`src/rtl/evt_pkg.sv`:
```
package evt_pkg;
  localparam int unsigned NUM_PHYS = 4;
  localparam int unsigned NUM_LOG  = 2 * NUM_PHYS;
  localparam int unsigned DATA_W   = 32;
  localparam int unsigned HALF_W   = DATA_W / 2;
  localparam int unsigned EVT_W    = 64;
  localparam int unsigned SEL_W    = $clog2(EVT_W);
  localparam int unsigned ADDR_W   = 5;

  localparam logic [1:0] REG_GLB  = 2'b00;
  localparam logic [1:0] REG_LCTL = 2'b01;
  localparam logic [1:0] REG_VAL  = 2'b10;
  localparam logic [2:0] IDX_GCTL = 3'd0;
  localparam logic [2:0] IDX_MASK = 3'd1;
  localparam logic [2:0] IDX_STAT = 3'd2;

  localparam int unsigned G_EN        = 31;
  localparam int unsigned G_STOP      = 30;
  localparam int unsigned G_SPLIT_TOP = 24;
  localparam int unsigned G_FRZ       = 20;
  localparam int unsigned G_MODE_LO   = 18;
  localparam int unsigned L_FIELD_LO  = 22;

  localparam logic [1:0] MODE_ALL = 2'd3;

  typedef struct packed {
    logic [SEL_W-1:0] sel;
    logic             rise;
    logic             inv;
    logic             cyc;
    logic             en;
  } lctl_t;
endpackage

```
`src/rtl/evt_lane.sv`:
```
module evt_lane #(
  parameter int unsigned EVT_W = 64,
  parameter int unsigned SEL_W = $clog2(EVT_W)
) (
  input  logic             clk_i,
  input  logic             rst_ni,
  input  logic [EVT_W-1:0] evt_i,
  input  logic [SEL_W-1:0] sel_i,
  input  logic             inv_i,
  input  logic             rise_i,
  input  logic             cyc_i,
  input  logic             gate_i,
  output logic             inc_o
);
  logic adj, prev_q;

  assign adj = evt_i[sel_i] ^ inv_i;

  always_ff @(posedge clk_i or negedge rst_ni) begin
    if (!rst_ni) prev_q <= 1'b0;
    else         prev_q <= adj;
  end

  assign inc_o = gate_i & (cyc_i | (rise_i ? (adj & ~prev_q) : adj));
endmodule

```
`src/rtl/evt_phys.sv`:
```
module evt_phys #(
  parameter int unsigned HALF_W = 16,
  parameter int unsigned W      = 2 * HALF_W
) (
  input  logic         clk_i,
  input  logic         rst_ni,
  input  logic         split_i,
  input  logic         stop_i,
  input  logic         inc_lo_i,
  input  logic         inc_hi_i,
  input  logic         wr_lo_i,
  input  logic         wr_hi_i,
  input  logic [W-1:0] wdata_i,
  output logic [W-1:0] val_o,
  output logic         ovf_lo_o,
  output logic         ovf_hi_o
);
  localparam logic [W-1:0]      ONE_W = W'(1);
  localparam logic [HALF_W-1:0] ONE_H = HALF_W'(1);

  logic [W-1:0] val_q, val_d;

  always_comb begin
    val_d    = val_q;
    ovf_lo_o = 1'b0;
    ovf_hi_o = 1'b0;
    if (!split_i) begin
      if (wr_lo_i) val_d = wdata_i;
      else if (inc_lo_i) begin
        if (&val_q) begin
          ovf_lo_o = 1'b1;
          if (!stop_i) val_d = '0;
        end else val_d = val_q + ONE_W;
      end
    end else begin
      if (wr_lo_i) val_d[HALF_W-1:0] = wdata_i[HALF_W-1:0];
      else if (inc_lo_i) begin
        if (&val_q[HALF_W-1:0]) begin
          ovf_lo_o = 1'b1;
          if (!stop_i) val_d[HALF_W-1:0] = '0;
        end else val_d[HALF_W-1:0] = val_q[HALF_W-1:0] + ONE_H;
      end
      if (wr_hi_i) val_d[W-1:HALF_W] = wdata_i[HALF_W-1:0];
      else if (inc_hi_i) begin
        if (&val_q[W-1:HALF_W]) begin
          ovf_hi_o = 1'b1;
          if (!stop_i) val_d[W-1:HALF_W] = '0;
        end else val_d[W-1:HALF_W] = val_q[W-1:HALF_W] + ONE_H;
      end
    end
  end

  always_ff @(posedge clk_i or negedge rst_ni) begin
    if (!rst_ni) val_q <= '0;
    else         val_q <= val_d;
  end

  assign val_o = val_q;
endmodule

```
`src/rtl/evt_ctr_unit.sv`:
```
module evt_ctr_unit
  import evt_pkg::*;
(
  input  logic              clk_i,
  input  logic              rst_ni,
  input  logic [EVT_W-1:0]  evt_i,
  input  logic [1:0]        priv_i,
  input  logic              wr_en_i,
  input  logic              rd_en_i,
  input  logic [ADDR_W-1:0] addr_i,
  input  logic [DATA_W-1:0] wdata_i,
  output logic [DATA_W-1:0] rdata_o,
  output logic              irq_o
);
  localparam int unsigned PIW = $clog2(NUM_PHYS);
  localparam int unsigned LIW = $clog2(NUM_LOG);

  logic                             en_q, stop_q, frz_q;
  logic [1:0]                       mode_q;
  logic [NUM_PHYS-1:0]              split_q;
  logic [NUM_LOG-1:0]               mask_q, stat_q, ovf, inc;
  lctl_t                            lctl_q [NUM_LOG];
  logic [NUM_PHYS-1:0][DATA_W-1:0]  phys_val;

  logic [1:0]     region;
  logic [LIW-1:0] idx;
  logic           wr_g, wr_m, wr_l, wr_v, rd_stat, run, priv_ok;

  assign region  = addr_i[ADDR_W-1:ADDR_W-2];
  assign idx     = addr_i[LIW-1:0];
  assign wr_g    = wr_en_i && region == REG_GLB && idx == IDX_GCTL;
  assign wr_m    = wr_en_i && region == REG_GLB && idx == IDX_MASK;
  assign wr_l    = wr_en_i && region == REG_LCTL;
  assign wr_v    = wr_en_i && region == REG_VAL;
  assign rd_stat = rd_en_i && region == REG_GLB && idx == IDX_STAT;
  assign run     = en_q & ~frz_q;
  assign priv_ok = (mode_q == MODE_ALL) || (priv_i == mode_q);

  for (genvar k = 0; k < NUM_LOG; k++) begin : g_lane
    evt_lane #(.EVT_W(EVT_W), .SEL_W(SEL_W)) u_lane (
      .clk_i  (clk_i),
      .rst_ni (rst_ni),
      .evt_i  (evt_i),
      .sel_i  (lctl_q[k].sel),
      .inv_i  (lctl_q[k].inv),
      .rise_i (lctl_q[k].rise),
      .cyc_i  (lctl_q[k].cyc),
      .gate_i (run & priv_ok & lctl_q[k].en),
      .inc_o  (inc[k])
    );
  end

  for (genvar n = 0; n < NUM_PHYS; n++) begin : g_phys
    evt_phys #(.HALF_W(HALF_W)) u_phys (
      .clk_i    (clk_i),
      .rst_ni   (rst_ni),
      .split_i  (split_q[n]),
      .stop_i   (stop_q),
      .inc_lo_i (inc[n]),
      .inc_hi_i (inc[n+NUM_PHYS]),
      .wr_lo_i  (wr_v && idx == LIW'(n)),
      .wr_hi_i  (wr_v && idx == LIW'(n + NUM_PHYS)),
      .wdata_i  (wdata_i),
      .val_o    (phys_val[n]),
      .ovf_lo_o (ovf[n]),
      .ovf_hi_o (ovf[n+NUM_PHYS])
    );
  end

  always_ff @(posedge clk_i or negedge rst_ni) begin
    if (!rst_ni) begin
      en_q    <= 1'b0;
      stop_q  <= 1'b0;
      frz_q   <= 1'b0;
      mode_q  <= '0;
      split_q <= '0;
      mask_q  <= '0;
      stat_q  <= '0;
      for (int k = 0; k < NUM_LOG; k++) lctl_q[k] <= '0;
    end else begin
      if (wr_g) begin
        en_q   <= wdata_i[G_EN];
        stop_q <= wdata_i[G_STOP];
        frz_q  <= wdata_i[G_FRZ];
        mode_q <= wdata_i[G_MODE_LO+1:G_MODE_LO];
        for (int n = 0; n < NUM_PHYS; n++) split_q[n] <= wdata_i[G_SPLIT_TOP-n];
      end
      if (wr_m) mask_q <= wdata_i[NUM_LOG-1:0];
      if (wr_l) lctl_q[idx] <= wdata_i[DATA_W-1:L_FIELD_LO];
      // set wins over read-clear
      stat_q <= (rd_stat ? '0 : stat_q) | ovf;
    end
  end

  assign irq_o = |(stat_q & mask_q);

  always_comb begin
    rdata_o = '0;
    if (rd_en_i) begin
      case (region)
        REG_GLB: begin
          case (idx)
            IDX_GCTL: begin
              rdata_o[G_EN]                  = en_q;
              rdata_o[G_STOP]                = stop_q;
              rdata_o[G_FRZ]                 = frz_q;
              rdata_o[G_MODE_LO+1:G_MODE_LO] = mode_q;
              for (int n = 0; n < NUM_PHYS; n++) rdata_o[G_SPLIT_TOP-n] = split_q[n];
            end
            IDX_MASK: rdata_o[NUM_LOG-1:0] = mask_q;
            IDX_STAT: for (int k = 0; k < NUM_LOG; k++) rdata_o[DATA_W-1-k] = stat_q[k];
            default: ;
          endcase
        end
        REG_LCTL: rdata_o[DATA_W-1:L_FIELD_LO] = lctl_q[idx];
        REG_VAL: begin
          if (!idx[PIW]) begin
            if (split_q[idx[PIW-1:0]]) rdata_o[HALF_W-1:0] = phys_val[idx[PIW-1:0]][HALF_W-1:0];
            else                       rdata_o = phys_val[idx[PIW-1:0]];
          end else if (split_q[idx[PIW-1:0]]) begin
            rdata_o[HALF_W-1:0] = phys_val[idx[PIW-1:0]][DATA_W-1:HALF_W];
          end
        end
        default: ;
      endcase
    end
  end
endmodule

```
`config.mk`:
```
export PLATFORM = sky130hd
export DESIGN_NAME = evt_ctr_unit
export DESIGN_NICKNAME = d
export VERILOG_FILES = /design/src/rtl/evt_pkg.sv /design/src/rtl/evt_lane.sv /design/src/rtl/evt_phys.sv /design/src/rtl/evt_ctr_unit.sv
export SDC_FILE = /design/constraint.sdc
export NUM_CORES = 1
export LEC_CHECK = 0
export ABC_AREA = 0
export BUFFER_PORTS_ARGS = -buffer_cell sky130_fd_sc_hd__buf_4
export CAP_MARGIN = 20
export CORE_MARGIN = 5
export CORE_UTILIZATION = 60
export DETAILED_ROUTE_END_ITERATION = 8
export GPL_TIMING_DRIVEN = 0
export HOLD_SLACK_MARGIN = 0.06
export PLACE_DENSITY = 0.84
export SYNTH_ARGS = -nofsm -noshare
export SYNTH_HDL_FRONTEND = slang
export SYNTH_SLANG_ARGS = --single-unit
```
`constraint.sdc`:
```
create_clock -name clk_i -period 3.66 [get_ports clk_i]
set_clock_uncertainty 0.1 [all_clocks]
set_input_delay 0.366 -clock clk_i [delete_from_list [all_inputs] [get_ports clk_i]]
set_output_delay 0.366 -clock clk_i [all_outputs]
set_load 0.02 [all_outputs]
```
* Yosys cells after proc, flatten, opt, wreduce, memory -nomap -nowiden
Index checks and enable logic that the tools add are counted.
Widths: inputs -> output; s select.
** Storage, ports and cells
- Register bits after elaboration :: 241
- Input port bits :: 107
- Output and inout bits :: 33
- Word-level logic and storage cells :: 350
** Operators by class
- Add/sub/neg operators :: 12
- Magnitude comparators :: 11
- Eq/ne operators :: 27
- Muxes and demuxes :: 135
- Bitwise gates (word level) :: 54
- Reductions and logical operators :: 48
** Operators by type and width (number)
- $mux 32 :: 19
- $mux 16 :: 29
- $add 16x1->16 const B :: 8
- $add 32x1->32 const B :: 4
- $reduce_and 16->1 :: 8
- $reduce_and 32->1 :: 4
- $bwmux 80 :: 1
- $bmux 32 s2 :: 1
- $mux 1 :: 61
- $lt 6x7->1 const B :: 8
- $bmux 1 s6 :: 8
- $ne 4x3->1 const B :: 12
- $mux 10 :: 4
- $bmux 10 s3 :: 1
- $demux 10 s3 :: 1
- $pmux 10 s3 :: 1
- $and 1x1->1 :: 26
- $logic_and 1x1->1 :: 16
- $mux 8 :: 2
- $pmux 8 s2 :: 1
- $reduce_and 4->1 :: 4
- $eq 3x3->1 const B :: 4
- $ne 3x1->1 const B :: 4
- $reduce_and 3->1 :: 4
- 26 further kinds :: 56

* Logic depth before layout (Yosys ltp)
Gate-level depths: netlist of the first run.
- Depth after elaboration :: 11
- Mapped depth :: 13
- Depth with buffers taken out :: 10

* By module
A second synthesis of the first run with hierarchy kept.
** Second synthesis, totals
- Cell total of the unflattened synthesis :: 2319
- Area, all modules :: 23567.6 µm²
** By module, submodules not included
- evt_phys at g_phys[0].u_phys ... :: instances 3, cells an instance 367, area each 3064.2 µm², sequential area each 800.8 µm²
- evt_ctr_unit :: instances 1, cells an instance 444, area each 6070.8 µm², sequential area each 2627.5 µm²
- evt_lane :: instances 8, cells an instance 50, area each 679.4 µm², sequential area each 25.0 µm²
- evt_phys at g_phys[3].u_phys :: instances 1, cells an instance 374, area each 2869.0 µm², sequential area each 800.8 µm²

* Worst setup path after synthesis of the first run
No wires, ideal clock.
- Path kind :: register to register
- From :: register lctl_q[5] (netlist name)
- To :: register g_phys[3].u_phys.val_q[25]
- Setup time :: 0.130 ns
- Arrival :: 3.127 ns
- Required time :: 3.430 ns
- Setup slack :: 0.302 ns
- Stages on the path, launching flop included :: 12
- Path buffers :: 3
- Period minus slack after synthesis :: 3.358 ns
- Cells stage by stage :: dfrtp_1 > clkbuf_1 > buf_1 > mux4_2 > mux4_2 > mux4_2 > xor2_1 > o32ai_1 > a31o_2 > buf_4 > o21ai_0 > o31ai_1
** On the way
- Cells in the longest elaborated chain, start to end :: 9
** Ends and longest elaborated chain
- start, declared :: RTL line evt_ctr_unit.sv:22 : lctl_t lctl_q [NUM_LOG];
- start signal, assigned by index :: RTL line evt_ctr_unit.sv:89 : if (wr_l) lctl_q[idx] <= wdata_i[DATA_W-1:L_FIELD_LO];
- $bmux 1 s6 * :: RTL line evt_lane.sv:17 : assign adj = evt_i[sel_i] ^ inv_i;
- $mux 1 (implied by the code) * :: RTL line evt_lane.sv:17
- $xor 1x1->1 * :: RTL line evt_lane.sv:17
- named net g_lane[7].u_lane.adj :: RTL line evt_lane.sv:15 : logic adj, prev_q;
- $and 1x1->1 :: RTL line evt_lane.sv:24 : assign inc_o = gate_i & (cyc_i | (rise_i ? (adj & ~prev_q) : adj));
- $mux 1 * :: RTL line evt_lane.sv:24
- $or 1x1->1 * :: RTL line evt_lane.sv:24
- $and 1x1->1 * :: RTL line evt_lane.sv:24
- $ne 3x1->1 (no line) *
- $reduce_and 4->1 (no line) *
- end signal, assigned :: RTL line evt_phys.sv:55 : else val_q <= val_d;
- end, declared :: RTL line evt_phys.sv:21 : logic [W-1:0] val_q, val_d;
Mark *: on every way through the listed nets, which the timed path passes. The rest lies on a longest branch. The select of a mux whose other input is x is not followed.
A chain may end at the register's enable or synchronous reset.

* Final worst setup path of the first run
- From :: register lctl_q[64] (netlist name)
- To :: register g_phys[1].u_phys.val_q[17]
** On the way
- Cells in the longest elaborated chain, start to end :: 9
** Ends and longest elaborated chain (RTL line)
- $bmux 1 s6 * :: evt_lane.sv:17
- $mux 1 (implied by the code) * :: evt_lane.sv:17
- $xor 1x1->1 * :: evt_lane.sv:17
- $and 1x1->1 :: evt_lane.sv:24
- $mux 1 * :: evt_lane.sv:24
- $or 1x1->1 * :: evt_lane.sv:24
- $and 1x1->1 * :: evt_lane.sv:24
- $reduce_bool 3->1 (no line) *
- $reduce_and 4->1 (no line) *
- end signal, assigned :: evt_phys.sv:55
- end, declared :: evt_phys.sv:21
Every way passes the cells marked *; elsewhere a longest branch is shown, timed or not. The select of a mux whose other input is x is not followed.

==> results of run 1 <==
[synthesized netlist by cell type (16+ instances only)]
cell	instances
a211oi_1	21
a21oi_1	117
a221oi_1	19
a22oi_1	34
a31oi_1	24
and2_1	18
and3_1	42
buf_1	18
buf_2	21
clkbuf_1	137
dfrtp_1	241
inv_1	24
mux2_2	116
mux2i_1	63
mux4_2	170
nand2_1	258
nand2b_1	24
nand3_1	111
nand4_1	36
nor2_1	175
nor2b_1	25
nor3_1	46
nor4_1	16
o211ai_1	26
o21ai_0	120
o311ai_0	22
o31ai_1	26
xnor2_1	45
xor2_1	38
[logic make-up (layout without fill, tap and decap cells)]
kind of cell             count (synthesis)  count (layout)  share of synthesized area, %
AND/OR/NAND/NOR                        832             832                         18.80
AO/OA/AOI/OAI                          543             543                         16.92
multiplexers                           360             360                         27.97
flip-flops                             241             241                         27.98
buffers and inverters                  222             412                         4.499
XOR/XNOR                                83              83                         3.373
adder cells (fa/ha/maj)                  8               8                        0.4644
other                                    0               3                             0
[per-stage QoR]
step	utilization (%)	std cells
5_1_grt	69.81	2942
2_1_floorplan	-	2289
4_1_cts	68.80	2935
3_5_place_dp	65.22	2878
3_3_place_gp	64.97	2873
6_report	69.82	2943
[worst max-delay path, stage by stage (launching register included)]
cell and delay (ps):
dfrtp_1 370, buf_8 140, mux4_2 500, mux4_2 530
or3b_4 410, o21ai_4 90, o21a_1 170, a311oi_2 80
buf_4 220, a221oi_4 260, buf_6 180, buf_8 150
mux2_2 330
[what timing repair did]
action	in CTS	in global routing
gates cloned	0	1
setup buffers	9	10
resized for setup	65	97
hold endpoints to repair	169	0
pin swaps	9	14
endpoints found under the setup margin	146	124
hold buffers	2	0
[worst max-delay path by stage]
stage / depth (start not counted) / from / end
after CTS: 12 / lctl_q[64]$_DFFE_PN0P_ / g_phys[1].u_phys.val_o[17]$_DFFE_PN0P_
after floorplan: 11 / lctl_q[5]$_DFFE_PN0P_ / g_phys[3].u_phys.val_o[25]$_DFFE_PN0P_
after detailed placement: 11 / lctl_q[65]$_DFFE_PN0P_ / g_phys[1].u_phys.val_o[17]$_DFFE_PN0P_
final: 12 / lctl_q[64]$_DFFE_PN0P_ / g_phys[1].u_phys.val_o[17]$_DFFE_PN0P_
after global routing: 12 / lctl_q[64]$_DFFE_PN0P_ / g_phys[1].u_phys.val_o[17]$_DFFE_PN0P_
after global placement: 12 / lctl_q[15]$_DFFE_PN0P_ / g_phys[2].u_phys.val_o[26]$_DFFE_PN0P_
[power by group]
part | internal [mW] | leakage, nW | switching (mW)
registers | 3.32 | 2.96 | 1.14
logic | 2.72 | 5.80 | 3.26
clock network | 1.80 | 0.491 | 1.29
total | 7.84 | 9.25 | 5.70
[metal layers]
metal	global-route usage [%]	part of all wire [%]	vias up
met5	1.111	0.14	-
met4	24.00	7.2	14
met3	20.28	18	493
met2	65.04	40	2153
met1	62.55	34	10941
li1	-	-	9176
[flip-flops by register name, summed over array words and instances (netlist names)]
register / flops
split_q: 4
stop_q: 1
stat_q: 8
frz_q: 1
lctl_q: 80
g_phys.u_phys.val_o: 128
en_q: 1
mask_q: 8
mode_q: 2
g_lane.u_lane.prev_q: 8
[layout make-up]
type	instances	area [µm²]
Antenna cell	3	7.507
Buffer	183	1010
Clock buffer	40	837.1
Clock inverter	13	146.4
Fill cell	2723	10710
Inverter	24	90.09
Multi-Input combinational cell	1826	14850
Sequential cell	241	6040
Tap cell	461	576.8
Timing Repair Buffer	152	1216
==> results by group, run 1 <==
Finish
  – Commonest non-fill, non-tap cell in the layout: nand2_1
  – Finished Cell Area: 0.02477 mm²
  – Area grow syn2layout: 14.93%
  – Fin nets: 2572
  – Share of cells above drive strength 1: 24.77%
  – Most frequent cells in the layout: nand2_1, dfrtp_1, nor2_1, mux4_2, buf_4

Floorplan
  – Die Wd: 199.5 µm
  – Total die area: 0.03981 mm²
  – Core area: 0.03548 mm²
  – Die H: 199.5 µm
  – Row cnt: 69
  – Initial Util: 60.75%
  – Ports: 140

Pwr
  – P_leak: 9.250 nW
  – PD cells: 546.2 mW/mm²
  – Worst vdd ir: 0.0004907 V
  – Total power: 13.53 mW

Global routing
  – GRT Residual Overflow: 0
  – First-pass GRT wire length: 139000 µm
  – Initial antenna violation count: 10
  – Vias in the first global route: 21448
  – Gr usage total: 46.88%
  – Pin count of the biggest net entering global routing: 112

Yosys
  – Post-synth ARST share: 100.0%
  – Synth warn: 0
  – Post-Syn Area: 0.02155 mm²
  – Synth Flop Type: dfrtp_1
  – Post-Syn Nets: 2404
  – Post-synth top area cell: dfrtp_1
  – Gate count of the mapped netlist: 2289
  – Seq cells post-synth: 241
  – Synth area leaders: dfrtp_1, mux4_2, mux2_2
  – Post-synthesis cell type count: 88
  – Post-synth EDFFs: 0
  – Synth top area share: 27.98%
  – Mean Syn Cell Area: 9.417 µm²
  – Sequential share of the synthesized area: 27.98%

Route
  – Mean number of vias per cell: 7.739
  – Final wirelength: 95550 µm
  – Vias: 22777
  – Initial DRC count: 3962
  – Post-route ant nets: 0
  – DR WL/cell: 32.47 µm
  – Number of remaining DRC errors: 0
  – DRT Pass-1 Iters: 8

Timing
  – RSZ-0062 raised after global routing: yes
  – Crit share post-route: 99.76%
  – Final worst path period need: 3651 ps
  – F_max: 273.9 MHz
  – Worst-margin pin slew: 1238 ps
  – Smallest hold slack: 69.54 ps
  – Slew HR: 17.46%
  – Post-route setup TNS: 0 ps
  – Final Max Tran Viols: 0
  – Worst Slack Setup Final: 8.686 ps
  – Final setup viols: 0
  – Final Hold Fails: 0

Worst hold path
  – Hold Path Cell Cnt: 2
  – Hold Crit Start: wdata_i[19]
  – HP Class: in2reg
  – Hold Crit Endpoint: mode_q[1]$_DFFE_PN0P_

CTS
  – CTS max path bufs: 3
  – Num CTS Buffers: 29
  – Root buf cell: clkbuf_16
  – Clock sink count: 241
  – Htree depth: 1
  – Clock slew at reported path FFs: 60 ps
  – CTS tree: done
  – Clk Latency, worst-skew pair: 590 ps

Setup path
  – Critical Path End Type: flip-flop
  – FF-to-FF End: g_phys[1].u_phys.val_o[17]$_DFFE_PN0P_
  – Worst Setup Start Kind: flip-flop
  – R2R Setup Slk: 9 ps
  – Crit path DAT: 4020 ps
  – R2r worst-path depth: 12
  – Critical path type: reg2reg
  – Crit path max fanout: 10
  – Reg2reg start: lctl_q[64]$_DFFE_PN0P_
  – CP required: 4020 ps

Run status
  – Status: finished clean

Place
  – Hpwl dp: 71470 µm
  – Number of I/O port buffers: 123
  – Placed Instance Area: 0.02314 mm²
  – GP Congestion: 1.095
  – Worst slack at placement: -798.4 ps

Job
  – # Max-Cap Violations: 0
Note: power is estimated with default switching activity, not from simulation.
==> run 2, diff against run 1 <==
--- a/config.mk
+++ b/config.mk
@@ -8,12 +8,13 @@
 export ABC_AREA = 0
 export BUFFER_PORTS_ARGS = -buffer_cell sky130_fd_sc_hd__buf_4
 export CAP_MARGIN = 20
+export CORE_ASPECT_RATIO = 1.75
 export CORE_MARGIN = 5
-export CORE_UTILIZATION = 60
+export CORE_UTILIZATION = 45
 export DETAILED_ROUTE_END_ITERATION = 8
 export GPL_TIMING_DRIVEN = 0
 export HOLD_SLACK_MARGIN = 0.06
-export PLACE_DENSITY = 0.84
+export PLACE_DENSITY = 0.67
 export SYNTH_ARGS = -nofsm -noshare
 export SYNTH_HDL_FRONTEND = slang
 export SYNTH_SLANG_ARGS = --single-unit
==> results by group, run 2 (synthesis gave the netlist of run 1 again) <==
Run status
  – Status: complete, but fails checks
  – Failing checks: setup timing

Setup path
  – Crit-path slowest cell: mux4_2
  – Most used cell, CP: buf_6
  – FF-to-FF End: g_phys[1].u_phys.val_o[17]$_DFFE_PN0P_
  – Critical path startpoint: lctl_q[64]$_DFFE_PN0P_
  – Reg2reg start: lctl_q[64]$_DFFE_PN0P_
  – Crit path DAT: 4020 ps
  – Critical path type: reg2reg
  – CP required: 4010 ps
  – Worst Setup Start Kind: flip-flop
  – R2r worst-path depth: 13
  – Critical-path cell list: buf_6 -> mux4_2 -> mux4_2 -> or3b_1 -> o21ai_2 -> o21a_1 -> a311oi_2 -> buf_4 -> buf_6 -> a221oi_4 -> buf_6 -> buf_6 -> mux2_4
  – Crit path max fanout: 7
  – Critical Path End Type: flip-flop
  – CP peak stage delay: 490 ps
  – R2R Setup Slk: -8 ps

Timing
  – Post-route setup TNS: -7.935 ps
  – Final Max Tran Viols: 0
  – Smallest hold slack: 118.2 ps
  – F_max: 272.6 MHz
  – Crit share post-route: 100.2%
  – Worst Slack Setup Final: -7.935 ps
  – RSZ-0062 raised after global routing: yes
  – Final Hold Fails: 0
  – Final setup viols: 1
  – Final worst path period need: 3668 ps
  – Worst-margin pin slew: 1314 ps
  – Slew HR: 12.39%

Worst hold path
  – Hold Crit Endpoint: mode_q[0]$_DFFE_PN0P_
  – HP Class: in2reg
  – Hold Path Cell Cnt: 2
  – Hold Crit Start: wdata_i[18]

Floorplan
  – Core area: 0.04761 mm²
  – Ports: 140
  – Row cnt: 106
  – Total die area: 0.05255 mm²
  – Die Wd: 175.4 µm
  – Die H: 299.5 µm
  – Initial Util: 45.27%

Finish
  – Post-route insts no fill: 3086
  – Share of cells above drive strength 1: 24.79%
  – Finished Cell Area: 0.02485 mm²
  – Commonest non-fill, non-tap cell in the layout: nand2_1
  – Max FFs per register: 128
  – Fin nets: 2578
  – Most frequent cells in the layout: nand2_1, dfrtp_1, nor2_1, mux4_2, buf_4
  – Final core utilization: 52.18%
  – Fill cells: 4382
  – Area grow syn2layout: 15.27%

Route
  – Initial DRC count: 2649
  – DR WL/cell: 35.53 µm
  – Mean number of vias per cell: 7.419
  – Number of remaining DRC errors: 0
  – Vias: 22894
  – Post-route ant nets: 0
  – DRT Pass-1 Iters: 9
  – Final wirelength: 109700 µm

Global routing
  – Gr usage total: 40.45%
  – Pin count of the biggest net entering global routing: 115
  – GRT Residual Overflow: 0
  – First-pass GRT wire length: 156100 µm
  – Initial antenna violation count: 10
  – Vias in the first global route: 22676

Pwr
  – PD cells: 536.4 mW/mm²
  – Worst vdd ir: 0.0003825 V
  – P_leak: 9.209 nW
  – Total power: 13.33 mW

CTS
  – Num CTS Buffers: 27
  – CTS max path bufs: 3
  – Root buf cell: clkbuf_16
  – Clk Latency, worst-skew pair: 570 ps
  – Clock sink count: 241
  – Htree depth: 1
  – Clock slew at reported path FFs: 70 ps
  – CTS tree: done

Place
  – Worst slack at placement: -748.6 ps
  – Placed insts: 3010
  – Number of I/O port buffers: 123
  – Placed Instance Area: 0.02331 mm²
  – Hpwl dp: 82010 µm
  – GP Congestion: 1.117

Job
  – # Max-Cap Violations: 0
-- run 2: timing repair --
action / in CTS / in global routing
resized for setup: 76 / 68
hold buffers: 1 / 0
endpoints found under the setup margin: 147 / 101
pin swaps: 10 / 6
setup buffers: 14 / 9
hold endpoints to repair: 132 / 0
gates cloned: 1 / 1
-- run 2: power breakdown --
part	internal (mW)	switching (mW)	total (mW)
Combinational	2.71	3.08	5.79
Sequential	3.31	1.46	4.77
Clock	1.50	1.27	2.77
Total	7.52	5.81	13.3
-- run 2: routing by layer --
metal  track usage, %  wire, µm  vias up
met3            7.759     10300      756
met1            41.40     33170    11055
li1                 -         -     9189
met5                0        25        -
met2            66.33     50240     1890
met4            42.36     15910        4
-- run 2: cell type report --
cell class / count / area [µm²] / area share (%)
Multi-Input combinational cell: 1826 / 14850 / 59.77
Sequential cell: 241 / 6037 / 24.30
Inverter: 24 / 90.09 / 0.3626
Timing Repair Buffer: 157 / 1274 / 5.127
Clock buffer: 34 / 742.0 / 2.986
Buffer: 186 / 983.4 / 3.958
Tap cell: 594 / 743.2 / 2.991
Antenna cell: 11 / 27.53 / 0.1108
Clock inverter: 13 / 98.84 / 0.3978
-- run 2: worst max-delay path: cells and delay by family (launching register included) --
kind	cells	cell delay (ps)
DFF	1	340
muxes	3	1260
buffers and inverters	5	760
AOI/OAI and AO/OA	4	700
and+or+nand+nor	1	390
-- run 2: worst max-delay path by stage --
stage | endpoint | slack, ps | depth (start not counted)
3_5_place_dp | g_phys[2].u_phys.val_o[13]$_DFFE_PN0P_ | -750 | 12
5_1_grt | g_phys[1].u_phys.val_o[17]$_DFFE_PN0P_ | -100 | 11
6_report | g_phys[1].u_phys.val_o[17]$_DFFE_PN0P_ | -8 | 13
2_1_floorplan | g_phys[3].u_phys.val_o[25]$_DFFE_PN0P_ | 300 | 11
3_3_place_gp | g_phys[0].u_phys.val_o[26]$_DFFE_PN0P_ | -770 | 10
4_1_cts | g_phys[3].u_phys.val_o[1]$_DFFE_PN0P_ | 0.07 | 12
